===== src/rtl/gpio_mb_pkg.sv =====
package gpio_mb_pkg;
  localparam int BANK_PINS   = 32;
  localparam int WIDTH_FIELD = 6;
  localparam int NUM_WORDS   = 8;

  // Word order inside a bank; software decodes these offsets.
  typedef enum logic [2:0] {
    RI_ODRAIN = 3'd0,
    RI_DATA   = 3'd1,
    RI_DIR    = 3'd2,
    RI_POL    = 3'd3,
    RI_BOTH   = 3'd4,
    RI_MASK   = 3'd5,
    RI_LEVEL  = 3'd6,
    RI_STAT   = 3'd7
  } reg_idx_e;

  function automatic logic [BANK_PINS-1:0] width_mask(input int w);
    if (w >= BANK_PINS) return '1;
    return (BANK_PINS'(1) << w) - BANK_PINS'(1);
  endfunction
endpackage


===== src/rtl/gpio_mb_sync.sv =====
module gpio_mb_sync #(
  parameter int W = 32
) (
  input  logic         clk,
  input  logic         rst_n,
  input  logic [W-1:0] d,
  output logic [W-1:0] q
);
  logic [W-1:0] meta_q, stab_q;

  always_ff @(posedge clk or negedge rst_n) begin
    if (!rst_n) begin
      meta_q <= '0;
      stab_q <= '0;
    end else begin
      meta_q <= d;
      stab_q <= meta_q;
    end
  end

  assign q = stab_q;
endmodule


===== src/rtl/gpio_mb_bank.sv =====
module gpio_mb_bank
  import gpio_mb_pkg::*;
#(
  parameter int WIDTH = 32
) (
  input  logic                 clk,
  input  logic                 rst_n,
  input  logic                 wr_en,
  input  logic [2:0]           idx,
  input  logic [BANK_PINS-1:0] wdata,
  output logic [BANK_PINS-1:0] rdata,
  input  logic [BANK_PINS-1:0] pad_in,
  output logic [BANK_PINS-1:0] pad_out,
  output logic [BANK_PINS-1:0] pad_oe,
  output logic                 irq,
  output logic [BANK_PINS-1:0] stat_o,
  output logic [BANK_PINS-1:0] mask_o,
  output logic [BANK_PINS-1:0] dir_o,
  output logic [BANK_PINS-1:0] od_o
);
  localparam logic [BANK_PINS-1:0] VALID = width_mask(WIDTH);
  localparam int NUM_CFG = NUM_WORDS - 1;

  logic [BANK_PINS-1:0] cfg [NUM_CFG];

  // Configuration words 0..6, one register each.
  for (genvar k = 0; k < NUM_CFG; k++) begin : g_cfg
    localparam logic [BANK_PINS-1:0] RST_VAL = (k == int'(RI_DIR)) ? VALID : '0;
    logic                 we;
    logic [BANK_PINS-1:0] q, d;

    assign we = wr_en && (idx == 3'(k));

    always_comb begin
      d = q;
      if (we) d = wdata & VALID;
    end

    always_ff @(posedge clk or negedge rst_n) begin
      if (!rst_n) q <= RST_VAL;
      else        q <= d;
    end

    assign cfg[k] = q;
  end

  logic [BANK_PINS-1:0] od, dat, dir, pol, both, msk, lvl;
  assign od   = cfg[RI_ODRAIN];
  assign dat  = cfg[RI_DATA];
  assign dir  = cfg[RI_DIR];
  assign pol  = cfg[RI_POL];
  assign both = cfg[RI_BOTH];
  assign msk  = cfg[RI_MASK];
  assign lvl  = cfg[RI_LEVEL];

  // Input path: synchroniser then one history stage.
  logic [BANK_PINS-1:0] syn, prev_q;

  gpio_mb_sync #(.W(BANK_PINS)) u_sync (
    .clk  (clk),
    .rst_n(rst_n),
    .d    (pad_in),
    .q    (syn)
  );

  always_ff @(posedge clk or negedge rst_n) begin
    if (!rst_n) prev_q <= '0;
    else        prev_q <= syn;
  end

  logic [BANK_PINS-1:0] rise, fall, edge_ev, lvl_ev, ev;
  always_comb begin
    rise    = syn & ~prev_q;
    fall    = ~syn & prev_q;
    edge_ev = (both & (rise | fall))
            | (~both & pol & rise)
            | (~both & ~pol & fall);
    lvl_ev  = (pol & syn) | (~pol & ~syn);
    ev      = ((lvl & lvl_ev) | (~lvl & edge_ev)) & VALID;
  end

  // Sticky status, write-one-to-clear, new events win over a clear.
  logic [BANK_PINS-1:0] stat_q, stat_d, clr;
  always_comb begin
    clr    = (wr_en && idx == RI_STAT) ? wdata : '0;
    stat_d = ((stat_q & ~clr) | ev) & VALID;
  end

  always_ff @(posedge clk or negedge rst_n) begin
    if (!rst_n) stat_q <= '0;
    else        stat_q <= stat_d;
  end

  // Read mux.
  always_comb begin
    unique case (reg_idx_e'(idx))
      RI_DATA: rdata = ((dir & syn) | (~dir & dat)) & VALID;
      RI_STAT: rdata = stat_q;
      default: rdata = cfg[idx];
    endcase
  end

  assign pad_out = dat & ~od & VALID;
  assign pad_oe  = ~dir & ~(od & dat) & VALID;
  assign irq     = |(stat_q & msk);

  assign stat_o = stat_q;
  assign mask_o = msk;
  assign dir_o  = dir;
  assign od_o   = od;
endmodule


===== src/rtl/gpio_multibank.sv =====
module gpio_multibank
  import gpio_mb_pkg::*;
#(
  parameter int                            NUM_BANKS   = 2,
  parameter logic [NUM_BANKS*WIDTH_FIELD-1:0] BANK_WIDTHS = {NUM_BANKS{6'd32}},
  parameter int                            ADDR_W      = 8,
  localparam int                           PADS        = NUM_BANKS * BANK_PINS
) (
  input  logic              clk,
  input  logic              rst_n,
  input  logic              bus_wr,
  input  logic [ADDR_W-1:0] bus_addr,
  input  logic [31:0]       bus_wdata,
  output logic [31:0]       bus_rdata,
  input  logic [PADS-1:0]   pad_in,
  output logic [PADS-1:0]   pad_out,
  output logic [PADS-1:0]   pad_oe,
  output logic              irq
);
  localparam int BSEL_W = ADDR_W - 5;

  logic [BSEL_W-1:0] bank_sel;
  logic [2:0]        word_idx;
  logic              unused_addr;

  assign bank_sel    = bus_addr[ADDR_W-1:5];
  assign word_idx    = bus_addr[4:2];
  assign unused_addr = ^bus_addr[1:0];

  logic [31:0]         rd_b  [NUM_BANKS];
  logic [NUM_BANKS-1:0] irq_b;
  logic [PADS-1:0]     stat_vec, mask_vec, dir_vec, od_vec;

  for (genvar b = 0; b < NUM_BANKS; b++) begin : g_bank
    logic we;
    assign we = bus_wr && (bank_sel == BSEL_W'(b));

    gpio_mb_bank #(
      .WIDTH(int'(BANK_WIDTHS[b*WIDTH_FIELD +: WIDTH_FIELD]))
    ) u_bank (
      .clk    (clk),
      .rst_n  (rst_n),
      .wr_en  (we),
      .idx    (word_idx),
      .wdata  (bus_wdata),
      .rdata  (rd_b[b]),
      .pad_in (pad_in[b*BANK_PINS +: BANK_PINS]),
      .pad_out(pad_out[b*BANK_PINS +: BANK_PINS]),
      .pad_oe (pad_oe[b*BANK_PINS +: BANK_PINS]),
      .irq    (irq_b[b]),
      .stat_o (stat_vec[b*BANK_PINS +: BANK_PINS]),
      .mask_o (mask_vec[b*BANK_PINS +: BANK_PINS]),
      .dir_o  (dir_vec[b*BANK_PINS +: BANK_PINS]),
      .od_o   (od_vec[b*BANK_PINS +: BANK_PINS])
    );
  end

  always_comb begin
    bus_rdata = '0;
    for (int b = 0; b < NUM_BANKS; b++) begin
      if (bank_sel == BSEL_W'(b)) bus_rdata = rd_b[b];
    end
  end

  assign irq = |irq_b;
endmodule


===== config.mk =====
export PLATFORM = sky130hd
export DESIGN_NAME = gpio_multibank
export DESIGN_NICKNAME = d
export VERILOG_FILES = /design/src/rtl/gpio_mb_pkg.sv /design/src/rtl/gpio_mb_sync.sv /design/src/rtl/gpio_mb_bank.sv /design/src/rtl/gpio_multibank.sv
export SDC_FILE = /design/constraint.sdc
export NUM_CORES = 1
export LEC_CHECK = 0
export ABC_CLOCK_PERIOD_IN_PS = 3050
export CAP_MARGIN = 20
export CORE_MARGIN = 2
export CORE_UTILIZATION = 63
export DETAILED_ROUTE_END_ITERATION = 6
export DONT_BUFFER_PORTS = 1
export HOLD_SLACK_MARGIN = 0.12
export PLACE_DENSITY_LB_ADDON = 0.3
export SLEW_MARGIN = 5
export SYNTH_ARGS = -nofsm -noshare
export SYNTH_HDL_FRONTEND = slang
export SYNTH_SLANG_ARGS = --single-unit
export TNS_END_PERCENT = 100

===== constraint.sdc =====
create_clock -name clk -period 3.05 [get_ports clk]
set_input_delay 0.61 -clock clk [delete_from_list [all_inputs] [get_ports clk]]
set_output_delay 0.61 -clock clk [all_outputs]
set_load 0.02 [all_outputs]

======== Word level (Yosys, flattened, before mapping) ========
Cells that the tools add are included.
word-level totals
  register bits after elaboration ......... 704
  output and inout bits ................... 161
operators by class
  muxes and demuxes ....................... 12
  reduce and logical (&&, ||, !) cells .... 21
  bitwise logic cells ..................... 69
  equality and inequality tests ........... 8
  order comparisons ....................... 1
operator list
  operator            number
  $and 32x32->32      36
  $not 32->32         18
  $or 32x32->32       14
  $mux 32             8
  $bmux 32 s3         2
  $pmux 32 s2         2
  $reduce_or 64->1    1
  $logic_and 1x1->1   18
  $eq 3x3->1 const B  4
  $eq 3x1->1 const B  2
  $eq 3x2->1 const B  2
  $logic_not 3->1     2
  $ge 4x4->1 const B  1
  $not 3->4           1

======== Longest topological paths before layout ========
Gate-level depths: netlist of the first run.
  depth in word-level cells ............... 9
  depth in mapped cells ................... 8

======== By module ========
Synthesis of the first run repeated with hierarchy kept, for this count alone.
unflattened totals
  cell total of the unflattened synthesis .. 3134
  area total of the unflattened synthesis .. 34874.7 um^2
by module, submodules not included
  module                           area an instance (um^2)  instances  cells an instance
  gpio_mb_bank (g_bank[0].u_bank)  15566.2                  1          1465
  gpio_mb_bank (g_bank[1].u_bank)  15529.9                  1          1465
  gpio_mb_sync                     1601.5                   2          64
  gpio_multibank                   575.6                    1          76

======== Least setup slack after synthesis of the first run ========
No wires, ideal clock.
  path kind ............................... input -> output
  from .................................... input port bus_addr[3]
  to ...................................... output port bus_rdata[14]
  required time ........................... 2440 ps
  data arrival time ....................... 2102 ps
  setup slack ............................. 338 ps
  cell stages on the path ................. 7
  buffers on the path ..................... 3
  path through ............................ buf_6 > buf_2 > buf_2 > or3b_2 > nand4_1 > a222oi_1 > o22ai_1
on the way
  word-level cells in the longest chain between the ends .. 7
  elaborated cells on any way between the ends .. 13
  those cells by class .................... eq/ne: 2; mux: 10; bitwise: 1
ends and longest elaborated chain
  element                                     line                  RTL
  start, declared                             gpio_multibank.sv:12  input logic [ADDR_W-1:0] bus_addr,
  $not 3->4 (not written as such)             gpio_mb_bank.sv:99    default: rdata = cfg[idx];
  $bmux 32 s3                                 gpio_mb_bank.sv:99
  $mux 32 (not written as such) (2 in a row)  gpio_mb_bank.sv:99
  $pmux 32 s2                                 gpio_mb_bank.sv:96    unique case (reg_idx_e'(idx))
  $mux 32                                     gpio_multibank.sv:61  if (bank_sel == BSEL_W'(b)) bus_rdata = rd_b[b];
  $mux 32 (*)                                 gpio_multibank.sv:61
  end, declared                               gpio_multibank.sv:14  output logic [31:0] bus_rdata,
Every way passes the cells marked *; elsewhere a longest branch is shown, timed or not. The select of a mux whose other input is x is not followed.

======== Final worst setup path of the first run ========
  from .................................... register g_bank[0].u_bank.g_cfg[2].q[14]
  to ...................................... output port bus_rdata[14]
on the way
  word-level cells in the longest chain between the ends .. 6
  elaborated cells on any way between the ends .. 10
  those cells by class .................... mux: 6; bitwise: 4
ends and longest elaborated chain
  element                                                                 line                                    RTL
  start, declared                                                         gpio_mb_bank.sv:30                      logic [BANK_PINS-1:0] q, d;
  start signal, assigned                                                  gpio_mb_bank.sv:40                      if (!rst_n) q <= RST_VAL;
  start signal, assigned                                                  gpio_mb_bank.sv:41                      else q <= d;
  $bmux 32 s3 / $not 32->32 (equally long branches)                       gpio_mb_bank.sv:99, gpio_mb_bank.sv:97
  $mux 32 (not written as such) / $and 32x32->32 (equally long branches)  gpio_mb_bank.sv:99, gpio_mb_bank.sv:97
  $mux 32 (not written as such) / $or 32x32->32 (equally long branches)   gpio_mb_bank.sv:99, gpio_mb_bank.sv:97
  $pmux 32 s2 (*)                                                         gpio_mb_bank.sv:96
  $mux 32 (*) (2 in a row)                                                gpio_multibank.sv:61
Marks and branches as above.

==> results of run 1 <==
==> where the power goes <==
group / leakage, uW / switching [uW] / total, uW / internal [uW]
Sequential: 0.00857 / 1060 / 11400 / 10400
Combinational: 0.00767 / 1550 / 3440 / 1880
Clock: 0.00116 / 3720 / 8970 / 5250
==> cell families (layout without fill, tap and decap cells) <==
kind of cell	Yosys count	in the layout	synth area share (%)
multiplexers	656	656	23.5
AND/OR/NAND/NOR	312	312	5.41
buffers and inverters	285	483	3.51
AO/OA/AOI/OAI	433	433	9.41
adder cells (fa/ha/maj)	128	128	4.69
XOR/XNOR	64	64	1.64
flip-flops	704	704	51.8
==> metal layers <==
| metal | up-vias | share of wire [%] | wire, um |
|---|---|---|---|
| li1 | 9829 | - | - |
| met1 | 12106 | 40 | 38400 |
| met2 | 970 | 47 | 45300 |
| met3 | 216 | 7.8 | 7470 |
| met4 | 0 | 4.7 | 4510 |
| met5 | - | 0 | 0 |
==> flip-flops by register name, summed over array words and instances (netlist names) <==
register / cells
g_bank.u_bank.od_o: 64
g_bank.u_bank.mask_o: 64
g_bank.u_bank.dir_o: 64
g_bank.u_bank.stat_o: 64
g_bank.u_bank.prev_q: 64
g_bank.u_bank.both: 64
g_bank.u_bank.u_sync.q: 64
g_bank.u_bank.dat: 64
g_bank.u_bank.u_sync.meta_q: 64
g_bank.u_bank.g_cfg.q: 128
==> worst paths after layout <==
check,start,endpoint
worst min register to register,g_bank[0].u_bank.u_sync.meta_q[4],g_bank[0].u_bank.u_sync.q[4]
worst min-delay path,rst_n,g_bank[0].u_bank.u_sync.meta_q[29]
worst max-delay path,g_bank[0].u_bank.dir_o[14],bus_rdata[14]
min in group clk,bus_wdata[9],g_bank[0].u_bank.both[9]
max in group asynchronous,rst_n,g_bank[0].u_bank.stat_o[6]
worst max register to register,g_bank[1].u_bank.u_sync.q[25],g_bank[1].u_bank.stat_o[25]
==> area by class of cell <==
class / instances / area share, %
repair buffers: 214 / 5.22
clock inverters: 14 / 0.397
well taps: 696 / 2.23
clock buffers: 120 / 5.71
flip-flops and latches: 704 / 45.3
multi-input cells: 1593 / 39.8
inverters: 135 / 1.30
==> worst reg2reg max path, delay by kind of cell (launching register included) <==
| family | cells | cell delay (ns) |
|---|---|---|
| DFF | 1 | 0.52 |
| AOI/OAI and AO/OA | 3 | 0.59 |
| adders and majority gates | 1 | 0.20 |
| and+or+nand+nor | 1 | 0.13 |
| buffers and inverters | 1 | 0.11 |
==> timing repair <==
action	in CTS	in global routing
buffers inserted	17	2
pin swaps	7	10
resized for setup	36	24
setup endpoints to repair	24	28
endpoints found under the hold margin	965	677
==> per-stage QoR <==
stage / hold slack [ns] / cells
after floorplan: 0.314 / 2582
after CTS: -0.305 / 3474
after detailed placement: 0.335 / 3215
after global routing: -0.316 / 3476
after global placement: 0.332 / 3215
final: -0.291 / 3476
==> cell usage after synthesis, types with 2 or more instances <==
master / number
a211oi_1: 128
a21oi_1: 96
a221o_1: 64
a221oi_1: 16
a222oi_1: 16
a22o_1: 16
a2bb2oi_1: 9
and3_1: 3
buf_1: 3
buf_2: 71
buf_4: 9
clkbuf_1: 66
dfrtp_1: 640
dfstp_2: 64
ha_1: 128
inv_1: 135
mux2_1: 12
mux2_2: 516
mux2i_1: 64
mux4_2: 64
nand2_1: 85
nand2b_1: 2
nand3_1: 3
nand3b_1: 16
nand4_1: 26
nand4b_1: 16
nor2_1: 5
nor2b_1: 132
nor3_2: 3
o211ai_1: 16
o21ai_0: 16
o221ai_1: 7
o22ai_1: 32
o2bb2ai_1: 16
or3b_2: 16
xnor2_1: 64
==> out/qor.txt, run 1 <==
RUN STATUS
-------------------------------------------------------------------------------------
Outcome                                                                  complete, but fails checks
Violated checks                                                          negative hold slack, max-slew violations, negative setup slack

TIMING
-------------------------------------------------------------------------------------
Worst-case clock skew                                                       0.0208 ns
Final worst-path cycle share                                                     101%
Number of setup violations in the final report                                      4
Time the final worst path needs with I/O delays and setup                     3.07 ns
Number of hold violations in the final report                                     320
Worst hold margin                                                           -0.291 ns
Count of final max-slew check failures                                            307
Unrepaired setup endpoints after global routing                                  true
Peak Freq                                                                     326 MHz
Sum of negative setup slack                                                -0.0644 ns
Slew margin rel.                                                               -40.4%
Tightest Pin Transition                                                       2.11 ns
Final worst slack                                                          -0.0215 ns

GLOBAL ROUTING
-------------------------------------------------------------------------------------
Vias in the first global route                                                  24147
Maximum number of pins on one net before global-route repair                      705
Global routing usage on met1                                                    45.8%
Met3 track demand over resource in global routing                               7.71%
Leftover overflow at the end of global routing                                      0
Met2 track demand over resource                                                 54.3%
Initial antenna violation count                                                     1
Global-route wire length before repair                                         147 mm
Most used routing layer in global routing                                        met2
Total track usage                                                               34.5%

PLACE
-------------------------------------------------------------------------------------
Detailed placer's ending HPWL                                                 56.6 mm
Routability congestion estimate from global placement                           0.878
Placed instance area                                                      35200 sq um
Post-placement worst setup slack                                             0.241 ns
I/O Buffers                                                                         0

WORST SETUP PATH
-------------------------------------------------------------------------------------
Register-to-Register Setup Slack                                              1.39 ns
Cell chain of the critical path                                          mux2_4 > mux4_2 > mux2i_1 > o22ai_2 > buf_6
Worst stage delay on the critical path                                        0.55 ns
Family with the most delay on the worst path                             multiplexers
Cell with the largest stage delay on the worst path                           dfstp_2
Required time of the critical path                                            2.44 ns
Crit path max fanout                                                                2
Critical Path Sink Type                                                    output pin
Logic depth of the worst path, buffers included                                     5
Buf/Inv on CP                                                                       1
Classification of the worst setup path                                   flop to output pin
Data arrival time of the critical path                                        2.46 ns
Nature of the critical path startpoint                                           flop
Worst-case reg-to-reg path depth                                                    6

ROUTE
-------------------------------------------------------------------------------------
DR WL/cell                                                                    27.5 um
DRC Markers                                                                         0
Total routed wirelength                                                       95.7 mm
Final ANT Viol Nets                                                                 0
First-pass detailed-route iteration total                                           6
DR vias/cell                                                                     6.65
Total number of vias                                                            23121
Count of routing violations after the opening detailed-route iteration           2197

LOGIC SYNTHESIS
-------------------------------------------------------------------------------------
Library cells used by synthesis                                                    43
Ys async rst share                                                               100%
Synthesized netlist cell count                                                   2582
Mapped cell area                                                          34100 sq um
Yosys warning total                                                                 0
Synthesized area per cell                                                  13.2 sq um
Portion of synthesized cell area occupied by the leading cell type              46.9%
Cells taking the most area after synthesis                               dfrtp_1 47%, mux2_2 17%, dfstp_2 4.9%, ha_1 4.7%, mux4_2 4.2%
Sequential share of the synthesized area                                        51.8%
Count of flip-flops with a built-in enable after synthesis                          0
Prevailing post-synth register cell                                           dfrtp_1
Post-synth top area cell                                                      dfrtp_1
Mapped Nets                                                                      2817
FF+latch count, synth                                                             704

MIN PATH
-------------------------------------------------------------------------------------
Hold Path Class                                                          primary input to asynchronous set/reset pin

CLOCK NETWORK
-------------------------------------------------------------------------------------
Number of buffers added by the clock tree synthesis step                           73
Clock root cell                                                             clkbuf_16
Count of clock tree sinks                                                         704
Maximum buffer depth of the clock tree                                              3
Number of H-tree levels                                                             3
Number of buffers inserted for hold repair after clock tree synthesis             108
Clock latency of the later-clocked register in the worst-skew pair            0.61 ns
Clk pin slew, worst setup/hold paths                                          0.06 ns
Clock tree from TritonCTS                                                       built

FINISH
-------------------------------------------------------------------------------------
Final Net Count                                                                  2956
Footprint of the flip-flops and latches                                   17700 sq um
Area added between synthesis and finish                                         14.4%
Final std cell area, no fill                                              39100 sq um
Antenna fix cells                                                                   0
Multi-input logic area                                                    15600 sq um
Share of post-route cells with drive strength above 1                           32.7%
Filler instances                                                                 3403
Highest-count cells in the layout ignoring fill and taps                 635 x dfrtp_1, 496 x mux2_2, 135 x inv_1, 132 x nor2b_1
Core Util, Final                                                                72.7%
Most frequent standard cell in the layout excluding fill and tap cells        dfrtp_1

PWR
-------------------------------------------------------------------------------------
Highest ir drop seen on vdd                                                  0.508 mV
P per Cell Area                                                           610 nW/um^2
Overall power                                                                23800 uW
Leak pwr                                                                    0.0174 uW

JOB
-------------------------------------------------------------------------------------
Number of max-cap violations                                                        0

FLOORPLANNING
-------------------------------------------------------------------------------------
Width of the die                                                               237 um
Initial Util                                                                    63.6%
Die H                                                                          237 um
Placement row count                                                                85
Die Outline Area                                                          56100 sq um
Area of the core region                                                   53700 sq um
Io pins                                                                           268

No activity file was read; power rests on OpenSTA's default activity.
==> run 2: changes to the inputs <==
--- a/config.mk
+++ b/config.mk
@@ -8,3 +8,2 @@
 export ABC_CLOCK_PERIOD_IN_PS = 3050
-export CAP_MARGIN = 20
 export CORE_MARGIN = 2
--- a/constraint.sdc
+++ b/constraint.sdc
@@ -3,2 +3,2 @@
 set_output_delay 0.61 -clock clk [all_outputs]
-set_load 0.02 [all_outputs]
+set_load 0.1 [all_outputs]
==> out/qor.txt, run 2 (synthesis gave the netlist of run 1 again) <==
RUN STATUS
-------------------------------------------------------------------------------------
Outcome                                                                  complete, but fails checks
Violated checks                                                          negative hold slack, max-slew violations, negative setup slack

CLOCK NETWORK
-------------------------------------------------------------------------------------
Maximum buffer depth of the clock tree                                              3
Number of H-tree levels                                                             3
Clk pin slew, worst setup/hold paths                                          0.06 ns
Clock latency of the later-clocked register in the worst-skew pair            0.62 ns
Number of buffers inserted for hold repair after clock tree synthesis              94
Clock tree from TritonCTS                                                       built
Clock root cell                                                             clkbuf_16
Count of clock tree sinks                                                         704
Number of buffers added by the clock tree synthesis step                           74

ROUTE
-------------------------------------------------------------------------------------
Count of routing violations after the opening detailed-route iteration           2528
Total routed wirelength                                                       98.5 mm
Final ANT Viol Nets                                                                 0
Total number of vias                                                            24092
DRC Markers                                                                         0
DR vias/cell                                                                     6.67
DR WL/cell                                                                    27.3 um
First-pass detailed-route iteration total                                           6

WORST SETUP PATH
-------------------------------------------------------------------------------------
Required time of the critical path                                            2.44 ns
CP Launch Point                                                          g_bank[0].u_bank.mask_o[27]
Worst-case reg-to-reg path depth                                                    6
Worst reg2reg startpoint                                                 g_bank[0].u_bank.u_sync.q[25]
Classification of the worst setup path                                   flop to output pin
Worst stage delay on the critical path                                        0.60 ns
Nature of the critical path startpoint                                           flop
Critical Path Sink Type                                                    output pin
Cell chain of the critical path                                          a22o_2 > a221oi_4 > nand4_1 > or4_4 > buf_12
Crit path max fanout                                                                3
Data arrival time of the critical path                                        2.55 ns
Cell with the largest stage delay on the worst path                             or4_4

TIMING
-------------------------------------------------------------------------------------
Number of setup violations in the final report                                     26
Slew margin rel.                                                                -176%
Final worst-path cycle share                                                     104%
Worst hold margin                                                           -0.301 ns
Tightest Pin Transition                                                       4.15 ns
Final worst slack                                                           -0.112 ns
Peak Freq                                                                     316 MHz
Unrepaired setup endpoints after global routing                                  true
Count of final max-slew check failures                                            490
Sum of negative setup slack                                                  -1.14 ns
Worst-case clock skew                                                       0.0251 ns
Number of hold violations in the final report                                     197
Time the final worst path needs with I/O delays and setup                     3.16 ns

FINISH
-------------------------------------------------------------------------------------
Final std cell area, no fill                                              41700 sq um
Core Util, Final                                                                77.6%
Final Net Count                                                                  3090
Register containing the most flip-flops in the final layout              g_bank.u_bank.g_cfg.q
Area added between synthesis and finish                                         22.0%
Share of post-route cells with drive strength above 1                           42.7%
Antenna fix cells                                                                   0
Highest-count cells in the layout ignoring fill and taps                 637 x dfrtp_1, 482 x mux2_2, 215 x buf_4, 135 x inv_1
Filler instances                                                                 2990
Largest register FFs                                                              128
Most frequent standard cell in the layout excluding fill and tap cells        dfrtp_1

GLOBAL ROUTING
-------------------------------------------------------------------------------------
Maximum number of pins on one net before global-route repair                      705
Vias in the first global route                                                  25360
Total track usage                                                               35.1%
Leftover overflow at the end of global routing                                      0
Initial antenna violation count                                                     0
Global-route wire length before repair                                         150 mm

FLOORPLANNING
-------------------------------------------------------------------------------------
Width of the die                                                               237 um
Placement row count                                                                85
Die Outline Area                                                          56100 sq um
Die H                                                                          237 um
Initial Util                                                                    63.6%
Area of the core region                                                   53700 sq um
Io pins                                                                           268

PWR
-------------------------------------------------------------------------------------
P per Cell Area                                                           649 nW/um^2
Leak pwr                                                                    0.0184 uW
Highest ir drop seen on vdd                                                  0.618 mV

PLACE
-------------------------------------------------------------------------------------
Placed instance area                                                      37300 sq um
I/O Buffers                                                                         0
Detailed placer's ending HPWL                                                 57.8 mm
Routability congestion estimate from global placement                           0.857

JOB
-------------------------------------------------------------------------------------
Number of max-cap violations                                                        0

MIN PATH
-------------------------------------------------------------------------------------
Hold Path Class                                                          primary input to asynchronous set/reset pin

run 2: cell count changes in the layout (fill, tap and decap cells not counted), sizes merged:
cell	change
inv	+1
dlygate4sd3	-14
clkinv	+3
clkbuf	-11
clkinvlp	+1
buf	+147
bufinv	+7
run 2: where the power goes:
part           switching (uW)  leakage, uW  internal [uW]
Clock                    3810      0.00125           5740
Combinational            3500      0.00856           2450
Sequential               1170      0.00857          10400
run 2: what timing repair did:
item / in CTS / in global routing
endpoints found under the hold margin: 867 / 657
setup buffers: 23 / 12
gates resized for setup: 73 / 34
pin swaps: 7 / 34
setup endpoints to repair: 33 / 33
run 2: path summary, 6_finish.rpt:
kind                                                   endpoint  slack, ns
worst max-delay path                                        irq      -0.11
worst min-delay path              g_bank[0].u_bank.u_sync.q[29]      -0.30
worst max register to register      g_bank[0].u_bank.stat_o[25]       1.37
worst min register to register    g_bank[1].u_bank.u_sync.q[18]       0.33
max in group asynchronous           g_bank[1].u_bank.prev_q[25]       0.13
min in group clk                g_bank[1].u_bank.g_cfg[3].q[19]       0.14
run 2: critical path, delay by kind of cell (launching register included):
kind,cells,cell delay (ns)
simple gates,2,0.77
compound gates,2,0.57
flops,1,0.39
buf+inv,1,0.20
run 2: layout make-up:
type	instances	area [sq um]	area share, %
clock buffer	109	2150	5.15
clock inverter	26	408	0.979
inverter	135	507	1.22
multi-input combinational	1593	16700	40.1
sequential	704	17700	42.5
tap	696	871	2.09
timing repair buffer	347	3320	7.96
run 2: metrics by stage:
step / instances / hold slack (ns) / total power (uW) / setup WS, ns
2_1_floorplan: 2582 / 0.314 / 15700 / -0.0517
3_3_place_gp: 3346 / 0.331 / 16800 / 0.198
3_5_place_dp: 3346 / 0.335 / 17000 / 0.183
4_1_cts: 3598 / -0.304 / 26900 / -0.134
5_1_grt: 3610 / -0.315 / 27900 / -0.191
6_report: 3610 / -0.301 / 27000 / -0.112
run 2: metal layers:
layer  GRT usage (%)  up-vias  share of wire, %
met2            56.9     1173                48
met1            45.6    12490                38
li1                -    10101                 -
met5               0        -                 0
met4            17.5        0               5.3
met3            6.76      328               7.9
